### config.mk
export PLATFORM = sky130hd
export DESIGN_NAME = gpio_irq_ctrl
export DESIGN_NICKNAME = d
export VERILOG_FILES = /design/src/rtl/gpio_irq_pkg.sv /design/src/rtl/gpio_irq_decode.sv /design/src/rtl/gpio_irq_datapath.sv /design/src/rtl/gpio_irq_ctrl.sv
export SDC_FILE = /design/constraint.sdc
export NUM_CORES = 1
export LEC_CHECK = 0
export ABC_AREA = 1
export ABC_CLOCK_PERIOD_IN_PS = 3400
export BUFFER_PORTS_ARGS = -buffer_cell sky130_fd_sc_hd__buf_2
export CAP_MARGIN = 20
export CORE_UTILIZATION = 45
export CTS_BUF_LIST = sky130_fd_sc_hd__clkbuf_4 sky130_fd_sc_hd__clkbuf_8 sky130_fd_sc_hd__clkbuf_16
export DETAILED_ROUTE_END_ITERATION = 16
export PLACE_DENSITY = 0.77
export SETUP_SLACK_MARGIN = 0.15
export SYNTH_ARGS = -nofsm -noshare
export SYNTH_HDL_FRONTEND = slang
export SYNTH_HIERARCHICAL = 1
export SYNTH_SLANG_ARGS = --single-unit
### constraint.sdc
create_clock -name clk -period 3.4 [get_ports clk]
set_input_delay 0.51 -clock clk [delete_from_list [all_inputs] [get_ports clk]]
set_output_delay 0.51 -clock clk [all_outputs]
set_load 0.05 [all_outputs]
### src/rtl/gpio_irq_pkg.sv
package gpio_irq_pkg;

  // word indices (byte address bits [5:2])
  localparam logic [3:0] WORD_DIR  = 4'd0;
  localparam logic [3:0] WORD_IN   = 4'd1;
  localparam logic [3:0] WORD_SET  = 4'd3;
  localparam logic [3:0] WORD_CLR  = 4'd4;
  localparam logic [3:0] WORD_EN   = 4'd5;
  localparam logic [3:0] WORD_TYPE = 4'd6;
  localparam logic [3:0] WORD_POL  = 4'd7;
  localparam logic [3:0] WORD_PEND = 4'd8;
  localparam logic [3:0] WORD_MASK = 4'd9;

  typedef struct packed {
    logic wrDir;
    logic wrSet;
    logic wrClr;
    logic wrEn;
    logic wrType;
    logic wrPol;
    logic wrPendAck;
    logic wrMask;
  } gpioStrobes_t;

  typedef enum logic [3:0] {
    RD_ZERO, RD_DIR, RD_IN, RD_OUT, RD_EN, RD_TYPE, RD_POL, RD_PEND, RD_MASK
  } readSel_t;

endpackage

### src/rtl/gpio_irq_decode.sv
module gpio_irq_decode
  import gpio_irq_pkg::*;
(
  input  logic         busWe,
  input  logic [5:0]   busAddr,
  output gpioStrobes_t strobes,
  output readSel_t     readSel
);

  logic aligned;
  assign aligned = (busAddr[1:0] == 2'b00);

  always_comb begin
    strobes = '0;
    readSel = RD_ZERO;
    if (aligned) begin
      case (busAddr[5:2])
        WORD_DIR:  begin strobes.wrDir     = busWe; readSel = RD_DIR;  end
        WORD_IN:   begin                            readSel = RD_IN;   end
        WORD_SET:  begin strobes.wrSet     = busWe; readSel = RD_OUT;  end
        WORD_CLR:  begin strobes.wrClr     = busWe; readSel = RD_ZERO; end
        WORD_EN:   begin strobes.wrEn      = busWe; readSel = RD_EN;   end
        WORD_TYPE: begin strobes.wrType    = busWe; readSel = RD_TYPE; end
        WORD_POL:  begin strobes.wrPol     = busWe; readSel = RD_POL;  end
        WORD_PEND: begin strobes.wrPendAck = busWe; readSel = RD_PEND; end
        WORD_MASK: begin strobes.wrMask    = busWe; readSel = RD_MASK; end
        default:   begin                            readSel = RD_ZERO; end
      endcase
    end
  end

endmodule

### src/rtl/gpio_irq_datapath.sv
module gpio_irq_datapath
  import gpio_irq_pkg::*;
#(
  parameter int PIN_COUNT = 16,
  parameter bit OE_INVERT = 1'b0
) (
  input  logic                 clk,
  input  logic                 rst_n,
  input  gpioStrobes_t         strobes,
  input  readSel_t             readSel,
  input  logic [PIN_COUNT-1:0] wrData,
  input  logic [PIN_COUNT-1:0] pinIn,
  output logic [31:0]          busRdata,
  output logic [PIN_COUNT-1:0] pinOut,
  output logic [PIN_COUNT-1:0] pinOutEn,
  output logic                 irqOut,
  output logic [PIN_COUNT-1:0] typeVec,
  output logic [PIN_COUNT-1:0] polVec,
  output logic [PIN_COUNT-1:0] enVec,
  output logic [PIN_COUNT-1:0] maskVec,
  output logic [PIN_COUNT-1:0] pendVec
);

  localparam int PAD_W = 32 - PIN_COUNT;
  localparam logic [PIN_COUNT-1:0] DIR_RESET = OE_INVERT ? '1 : '0;

  logic [PIN_COUNT-1:0] dirReg;
  logic [PIN_COUNT-1:0] syncA, syncB, prevLvl;
  logic [PIN_COUNT-1:0] pendNext;

  // configuration words
  always_ff @(posedge clk or negedge rst_n) begin
    if (!rst_n) begin
      dirReg  <= DIR_RESET;
      pinOut  <= '0;
      enVec   <= '0;
      typeVec <= '0;
      polVec  <= '0;
      maskVec <= '0;
    end else begin
      if (strobes.wrDir)  dirReg  <= wrData;
      if (strobes.wrSet)  pinOut  <= pinOut | wrData;
      if (strobes.wrClr)  pinOut  <= pinOut & ~wrData;
      if (strobes.wrEn)   enVec   <= wrData;
      if (strobes.wrType) typeVec <= wrData;
      if (strobes.wrPol)  polVec  <= wrData;
      if (strobes.wrMask) maskVec <= wrData;
    end
  end

  assign pinOutEn = OE_INVERT ? ~dirReg : dirReg;

  // two-flop synchronizer plus a history stage for edge detection
  always_ff @(posedge clk or negedge rst_n) begin
    if (!rst_n) begin
      syncA   <= '0;
      syncB   <= '0;
      prevLvl <= '0;
    end else begin
      syncA   <= pinIn;
      syncB   <= syncA;
      prevLvl <= syncB;
    end
  end

  // per-pin cause capture
  for (genvar p = 0; p < PIN_COUNT; p++) begin : g_pin
    logic levelHit, edgeHit, ackBit;
    assign levelHit = (syncB[p] == polVec[p]);
    assign edgeHit  = (syncB[p] != prevLvl[p]) && levelHit;
    assign ackBit   = strobes.wrPendAck && wrData[p];
    always_comb begin
      if (typeVec[p]) pendNext[p] = enVec[p] && levelHit;
      else            pendNext[p] = (pendVec[p] && !ackBit) || (enVec[p] && edgeHit);
    end
  end

  always_ff @(posedge clk or negedge rst_n) begin
    if (!rst_n) begin
      pendVec <= '0;
      irqOut  <= 1'b0;
    end else begin
      pendVec <= pendNext;
      irqOut  <= |(pendVec & enVec & maskVec);
    end
  end

  // read mux, zero-extended above the implemented pins
  logic [PIN_COUNT-1:0] rdPins;
  always_comb begin
    case (readSel)
      RD_DIR:  rdPins = dirReg;
      RD_IN:   rdPins = syncB;
      RD_OUT:  rdPins = pinOut;
      RD_EN:   rdPins = enVec;
      RD_TYPE: rdPins = typeVec;
      RD_POL:  rdPins = polVec;
      RD_PEND: rdPins = pendVec;
      RD_MASK: rdPins = maskVec;
      default: rdPins = '0;
    endcase
  end
  assign busRdata = {{PAD_W{1'b0}}, rdPins};

endmodule

### src/rtl/gpio_irq_ctrl.sv
module gpio_irq_ctrl
  import gpio_irq_pkg::*;
#(
  parameter int PIN_COUNT = 16,
  parameter bit OE_INVERT = 1'b0
) (
  input  logic                 clk,
  input  logic                 rst_n,
  input  logic                 busWe,
  input  logic [5:0]           busAddr,
  input  logic [31:0]          busWdata,
  output logic [31:0]          busRdata,
  input  logic [PIN_COUNT-1:0] pinIn,
  output logic [PIN_COUNT-1:0] pinOut,
  output logic [PIN_COUNT-1:0] pinOutEn,
  output logic                 irqOut
);

  gpioStrobes_t         strobes;
  readSel_t             readSel;
  logic [PIN_COUNT-1:0] typeVec, polVec, enVec, maskVec, pendVec;
  logic                 unusedWdataHi;

  assign unusedWdataHi = &{1'b0, busWdata[31:PIN_COUNT]};

  gpio_irq_decode u_decode (
    .busWe   (busWe),
    .busAddr (busAddr),
    .strobes (strobes),
    .readSel (readSel)
  );

  gpio_irq_datapath #(.PIN_COUNT(PIN_COUNT), .OE_INVERT(OE_INVERT)) u_datapath (
    .clk      (clk),
    .rst_n    (rst_n),
    .strobes  (strobes),
    .readSel  (readSel),
    .wrData   (busWdata[PIN_COUNT-1:0]),
    .pinIn    (pinIn),
    .busRdata (busRdata),
    .pinOut   (pinOut),
    .pinOutEn (pinOutEn),
    .irqOut   (irqOut),
    .typeVec  (typeVec),
    .polVec   (polVec),
    .enVec    (enVec),
    .maskVec  (maskVec),
    .pendVec  (pendVec)
  );

endmodule

# == Word-level counts from Yosys, hierarchy flattened ==
# Index checks and enable logic that the tools add are counted.
# classes
n_eq_ne,48
mux,30
bitwise,5
n_reduce_logical,116
# op_table
cell,count
case mux 16 bit (8 select lines),1
logical AND 1 bit,80
bitwise AND 16 bit,3
== test 4 x 3 -> 1 bit (second input constant),8
two-way mux 16 bit,2
case mux 4 bit (8 select lines),1
two-way mux 1 bit,24
== test 1 bit,16
zero test 1 bit,16
logical OR 1 bit,16
!= test 1 bit,16
NOT 16 bit,1
bitwise OR 16 bit,1
OR reduction 16 bit,1
== test 4 x 2 -> 1 bit (second input constant),3
== test 4 bit (second input constant),3
== test 4 x 1 -> 1 bit (second input constant),2
two-way mux 8 bit,1
zero test 4 bit,1
two-way mux 4 bit,1
zero test 2 bit,1
nonzero test 2 bit,1
# word_totals
reg_bits,161
input_bits,57
output_inout_bits,65
wordCells,210

# == Depth between registers and ports, before layout ==
# depth
word_depth,8
depth_mapped,13
depth_no_buf,12

# == Cells and area by module ==
# The synthesis kept the hierarchy.
# modules_own_cells
module,n_inst,cells_each,area_each_um2,seq_area_each_um2
gpio_irq_datapath,1,810,7390.8,4028.9
gpio_irq_decode,1,43,176.4,0.0

# == Worst setup path after synthesis ==
# No wires, ideal clock.
# synth_path
path_kind,input to output
startpoint,input busAddr[3]
endpoint,output busRdata[1]
arrival_time_ns,2.046
required_time_ns,2.890
slack_ns,0.844
path_stages,11
n_path_buf,2
path_cell_list,nor2_1 > nand2_2 > a21oi_1 > inv_2 > nor2_1 > buf_4 > buf_4 > nand3_1 > nand2_1 > nor2_1 > nand2_1
# synth_between
elab_chain_len,5
elab_cells_between_ends,19
classes_between,15 x eq/ne; 3 x mux; 1 x reduce/logical
# synth_rtl
element,line,rtl
start: declaration,gpio_irq_ctrl.sv:10,"input logic [5:0] busAddr,"
"== test 4 bit, or another cell as far along",gpio_irq_decode.sv:17,case (busAddr[5:2])
case mux 4 bit (8 select lines) *,gpio_irq_decode.sv:17,
two-way mux 4 bit *,gpio_irq_decode.sv:16,if (aligned) begin
via readSel[2],gpio_irq_ctrl.sv:20,readSel_t readSel;
"== test 4 bit, or another cell as far along",gpio_irq_datapath.sv:91,case (readSel)
case mux 16 bit (8 select lines) *,gpio_irq_datapath.sv:91,
end: declaration,gpio_irq_ctrl.sv:12,"output logic [31:0] busRdata,"
# Mark *: on every way through the listed nets, which the timed path passes. The rest lies on a longest branch.

# == Worst setup path in the final report ==
# layout_path
startpoint,input busAddr[1]
endpoint,output busRdata[13]
# layout_between
elab_chain_len,4
elab_cells_between_ends,11
classes_between,8 x eq/ne; 2 x mux; 1 x reduce/logical
# layout_rtl
element,line,rtl
zero test 2 bit *,gpio_irq_decode.sv:11,assign aligned = (busAddr[1:0] == 2'b00);
two-way mux 4 bit *,gpio_irq_decode.sv:16,
via readSel[2],gpio_irq_ctrl.sv:20,
"== test 4 bit, or another cell as far along",gpio_irq_datapath.sv:91,
case mux 16 bit (8 select lines) *,gpio_irq_datapath.sv:91,
# Marked as above.

==> load_flow_metrics.sql <==
INSERT INTO impl_metrics (metric_group, metric, value, unit) VALUES
('status', 'status', 'completed', ''),
('yosys', 'post_synth_and_or_nand_nor_area_fraction', '25.6', '%'),
('cells_and_area', 'final_util', '53.7', '%'),
('global_route', 'grt_usage', '23.0', '%'),
('global_route', 'antenna_found_initial', '0', ''),
('yosys', 'synth.area.top_cells', 'dfrtp_1 53%, nand2_1 11%, nand3_1 11%', ''),
('worst_setup_path', 'end_kind', 'output port', ''),
('worst_setup_path', 'slowest_stage', 'a21oi_2', ''),
('worst_setup_path', 'worst_r2r_startpoint', 'u_datapath/enVec[4]$_DFFE_PN0P_', ''),
('placement', 'port_buffers', '89', ''),
('yosys', 'synth_top_area_share', '53.2', '%'),
('sta', 'worst-slew-pin-transition', '0.890', 'ns'),
('placement', 'hpwl', '11600', 'um'),
('floorplan', 'start_util', '45.8', '%'),
('worst_setup_path', 'timing.critical_path.cells', 'buf_2 -> nor2_1 -> inv_1 -> a21oi_2 -> inv_2 -> nor2_2 -> buf_4 -> nand3_1 -> nand2_1 -> nor2_1 -> nand2_1 -> buf_2', ''),
('cells_and_area', 'area.growth.synth_to_final', '17.2', '%'),
('worst_setup_path', 'r2r_setup_slack', '2.32', 'ns'),
('placement', 'gp_congestion', '0.838', ''),
('clock_network', 'cell_at_the_root_of_the_clock_tree', 'clkbuf_16', ''),
('clock_network', 'clkTransAtPathRegs', '0.06', 'ns'),
('yosys', 'synth_cell_type_count', '20', ''),
('cells_and_area', 'design.final.nets', '1000', ''),
('sta', 'fin_worst_skew', '0.0101', 'ns'),
('pwr', 'peakVddDrop', '0.411', 'mV'),
('worst_setup_path', 'endpoint', 'busRdata[13]', ''),
('yosys', 'postSynthAreaPerCell', '8.87', 'sq um'),
('sta', 'setup_repair_after_global_routing_missed_its_margin', 'no', ''),
('yosys', 'dominant_combinational_cell_family_by_area_after_synthesis', 'simple AND/OR/NAND/NOR gates', ''),
('routing', 'avgViaCountPerCell', '5.28', ''),
('clock_network', 'tritoncts_clock_tree', 'done', ''),
('clock_network', 'cts-buffers-inserted', '17', ''),
('routing', 'route.antenna.remaining_nets', '0', ''),
('routing', 'drt_iter0_markers', '467', ''),
('floorplan', 'placementRows', '47', ''),
('worst_setup_path', 'worst-endpoint-required', '2.89', 'ns'),
('sta', 'max_freq', '327', 'MHz'),
('cells_and_area', 'drive_above_1_share', '24.0', '%'),
('global_route', 'wire_length_of_the_first_global_routing_pass', '31000', 'um'),
('cells_and_area', 'fin_cells', '1176', ''),
('yosys', 'syn-cell-area', '7570', 'sq um'),
('worst_setup_path', 'critical-path-top-delay-family', 'buffers and inverters', ''),
('placement', 'dp.cells', '1143', ''),
('yosys', 'synth.largest_area_cell', 'dfrtp_1', ''),
('yosys', 'synth_fa_ha_area_share', '0', '%'),
('pwr', 'cellPowerDensity', '561', 'nW/um^2'),
('pwr', 'report.power.total', '4.97', 'mW'),
('worst_setup_path', 'ws_path_type', 'in2out', ''),
('clock_network', 'ctsHtreeMaxLevel', '4', ''),
('worst_setup_path', 'reg2regPathDepth', '6', ''),
('sta', 'relSlewSlack', '40.6', '%'),
('global_route', 'global_route.overflow_total', '0', ''),
('floorplan', 'die_extent_in_x', '132', 'um'),
('clock_network', 'cts.path.max_buffers', '2', ''),
('worst_setup_path', 'cp_data_arrival_time', '2.55', 'ns'),
('placement', 'place_ws', '0.0504', 'ns'),
('worst_setup_path', 'cp_bufs_invs', '5', ''),
('floorplan', 'height_of_the_die', '132', 'um'),
('yosys', 'synthCells', '853', ''),
('worst_setup_path', 'path_depth', '12', ''),
('hold_path', 'hold_path.class', 'in2async', ''),
('routing', 'routed_wire_length_per_instance', '16.1', 'um'),
('yosys', 'synth_xor_area_share', '0', '%'),
('global_route', 'pin_count_of_the_biggest_net_entering_global_routing', '69', ''),
('sta', 'worst_case_setup_margin_in_the_final_layout', '0.343', 'ns'),
('sta', 'final_period_minus_worst_setup_slack', '3.06', 'ns'),
('routing', 'remaining_drc_errors', '0', ''),
('cells_and_area', 'insertedDiodeCount', '0', ''),
('worst_setup_path', 'critical_path_peak_fanout', '18', ''),
('yosys', 'ys_seq_elements', '161', ''),
('sta', 'hold_viol', '0', ''),
('floorplan', 'die-area', '17300', 'sq um');
Yosys cell counts:
| cell type | instances |
|---|---|
| nor3_1 | 3 |
| nor2_4 | 1 |
| mux2_2 | 64 |
| nand2_2 | 1 |
| buf_2 | 24 |
| nand3_1 | 161 |
| a21oi_1 | 17 |
| nor3b_1 | 1 |
| o21ai_0 | 32 |
| conb_1 | 1 |
| buf_4 | 22 |
| nand4_1 | 1 |
| a21o_1 | 16 |
| dfrtp_1 | 161 |
| inv_1 | 47 |
| clkbuf_1 | 9 |
| nor2_1 | 68 |
| nand2_1 | 217 |
| inv_2 | 5 |
| nor2_2 | 2 |
timing repair:
item,in CTS,in global routing
setup endpoints to repair,16,16
cloned,1,0
setup buffers,0,0
resized for setup,3,3
placed cells by master, fill, tap and decap left out:
master	netlist	layout
bufinv_16	0	2
a21oi_1	17	16
inv_2	5	4
buf_6	0	1
clkbuf_8	0	3
inv_6	0	1
nand2_2	1	1
nand4_1	1	1
nor2_2	2	8
o21ai_0	32	32
nor3b_2	0	1
conb_1	1	16
buf_12	0	1
nor3_2	0	3
nand3_1	161	161
nand2_1	217	217
clkinv_4	0	4
a21oi_2	0	1
buf_4	22	20
inv_1	47	47
a21o_1	16	16
clkinvlp_4	0	1
clkinv_2	0	5
mux2_2	64	64
buf_2	24	88
nor2_1	68	60
dfrtp_1	161	161
clkbuf_16	0	17
nor2_4	1	4
state kept, by name (all words and copies together), names as in the netlist, named ones only:
register,count
u_datapath/enVec,16
u_datapath/irqOut,1
u_datapath/maskVec,16
u_datapath/pendVec,16
u_datapath/pinOutEn,16
u_datapath/polVec,16
u_datapath/prevLvl,16
u_datapath/syncA,16
u_datapath/syncB,16
u_datapath/typeVec,16
where the power goes:
group	total (mW)	internal [mW]	switching, mW	leakage, nW
clock network	1.91	1.14	0.766	0.296
registers	2.32	2.14	0.181	2.02
logic	0.751	0.226	0.525	2.44
total	4.97	3.50	1.47	4.76
metal layers:
layer | GRT usage, % | routed length [um] | share of wire [%]
met1 | 29.9 | 8120 | 43
met3 | 4.55 | 1100 | 5.8
met2 | 37.3 | 9140 | 48
met5 | 0 | 0 | 0
met4 | 10.2 | 570 | 3.0
worst min-delay path by stage:
stage / to / slack [ns]
after global routing: u_datapath/prevLvl[7]$_DFF_PN0_ / 0.11
after CTS: u_datapath/prevLvl[7]$_DFF_PN0_ / 0.1
final: u_datapath/prevLvl[7]$_DFF_PN0_ / 0.07
after global placement: u_datapath/syncB[7]$_DFF_PN0_ / 0.33
after floorplan: async pin / 0.21
after detailed placement: u_datapath/syncB[5]$_DFF_PN0_ / 0.34
stage by stage:
step	area, sq um	hold slack (ns)
3_3_place_gp	8240	0.332
4_1_cts	8860	0.0951
5_1_grt	8870	0.115
6_report	8870	0.0697
3_5_place_dp	8240	0.336
2_1_floorplan	7620	0.214
area by class of cell:
cell class | instances | area, sq um | share of cell area (%)
Timing Repair Buffer | 110 | 622 | 7.01
Tap cell | 220 | 275 | 3.10
Clock buffer | 20 | 467 | 5.26
Clock inverter | 12 | 131 | 1.48
Multi-Input combinational cell | 601 | 3150 | 35.5
Sequential cell | 161 | 4030 | 45.4
Inverter | 52 | 196 | 2.22
kinds of logic after synthesis:
family / after synthesis
compound gates: 65
flops: 161
simple gates: 455
buf+inv: 107
other cells: 1
mux: 64
No activity file was read; power rests on OpenSTA's default activity.
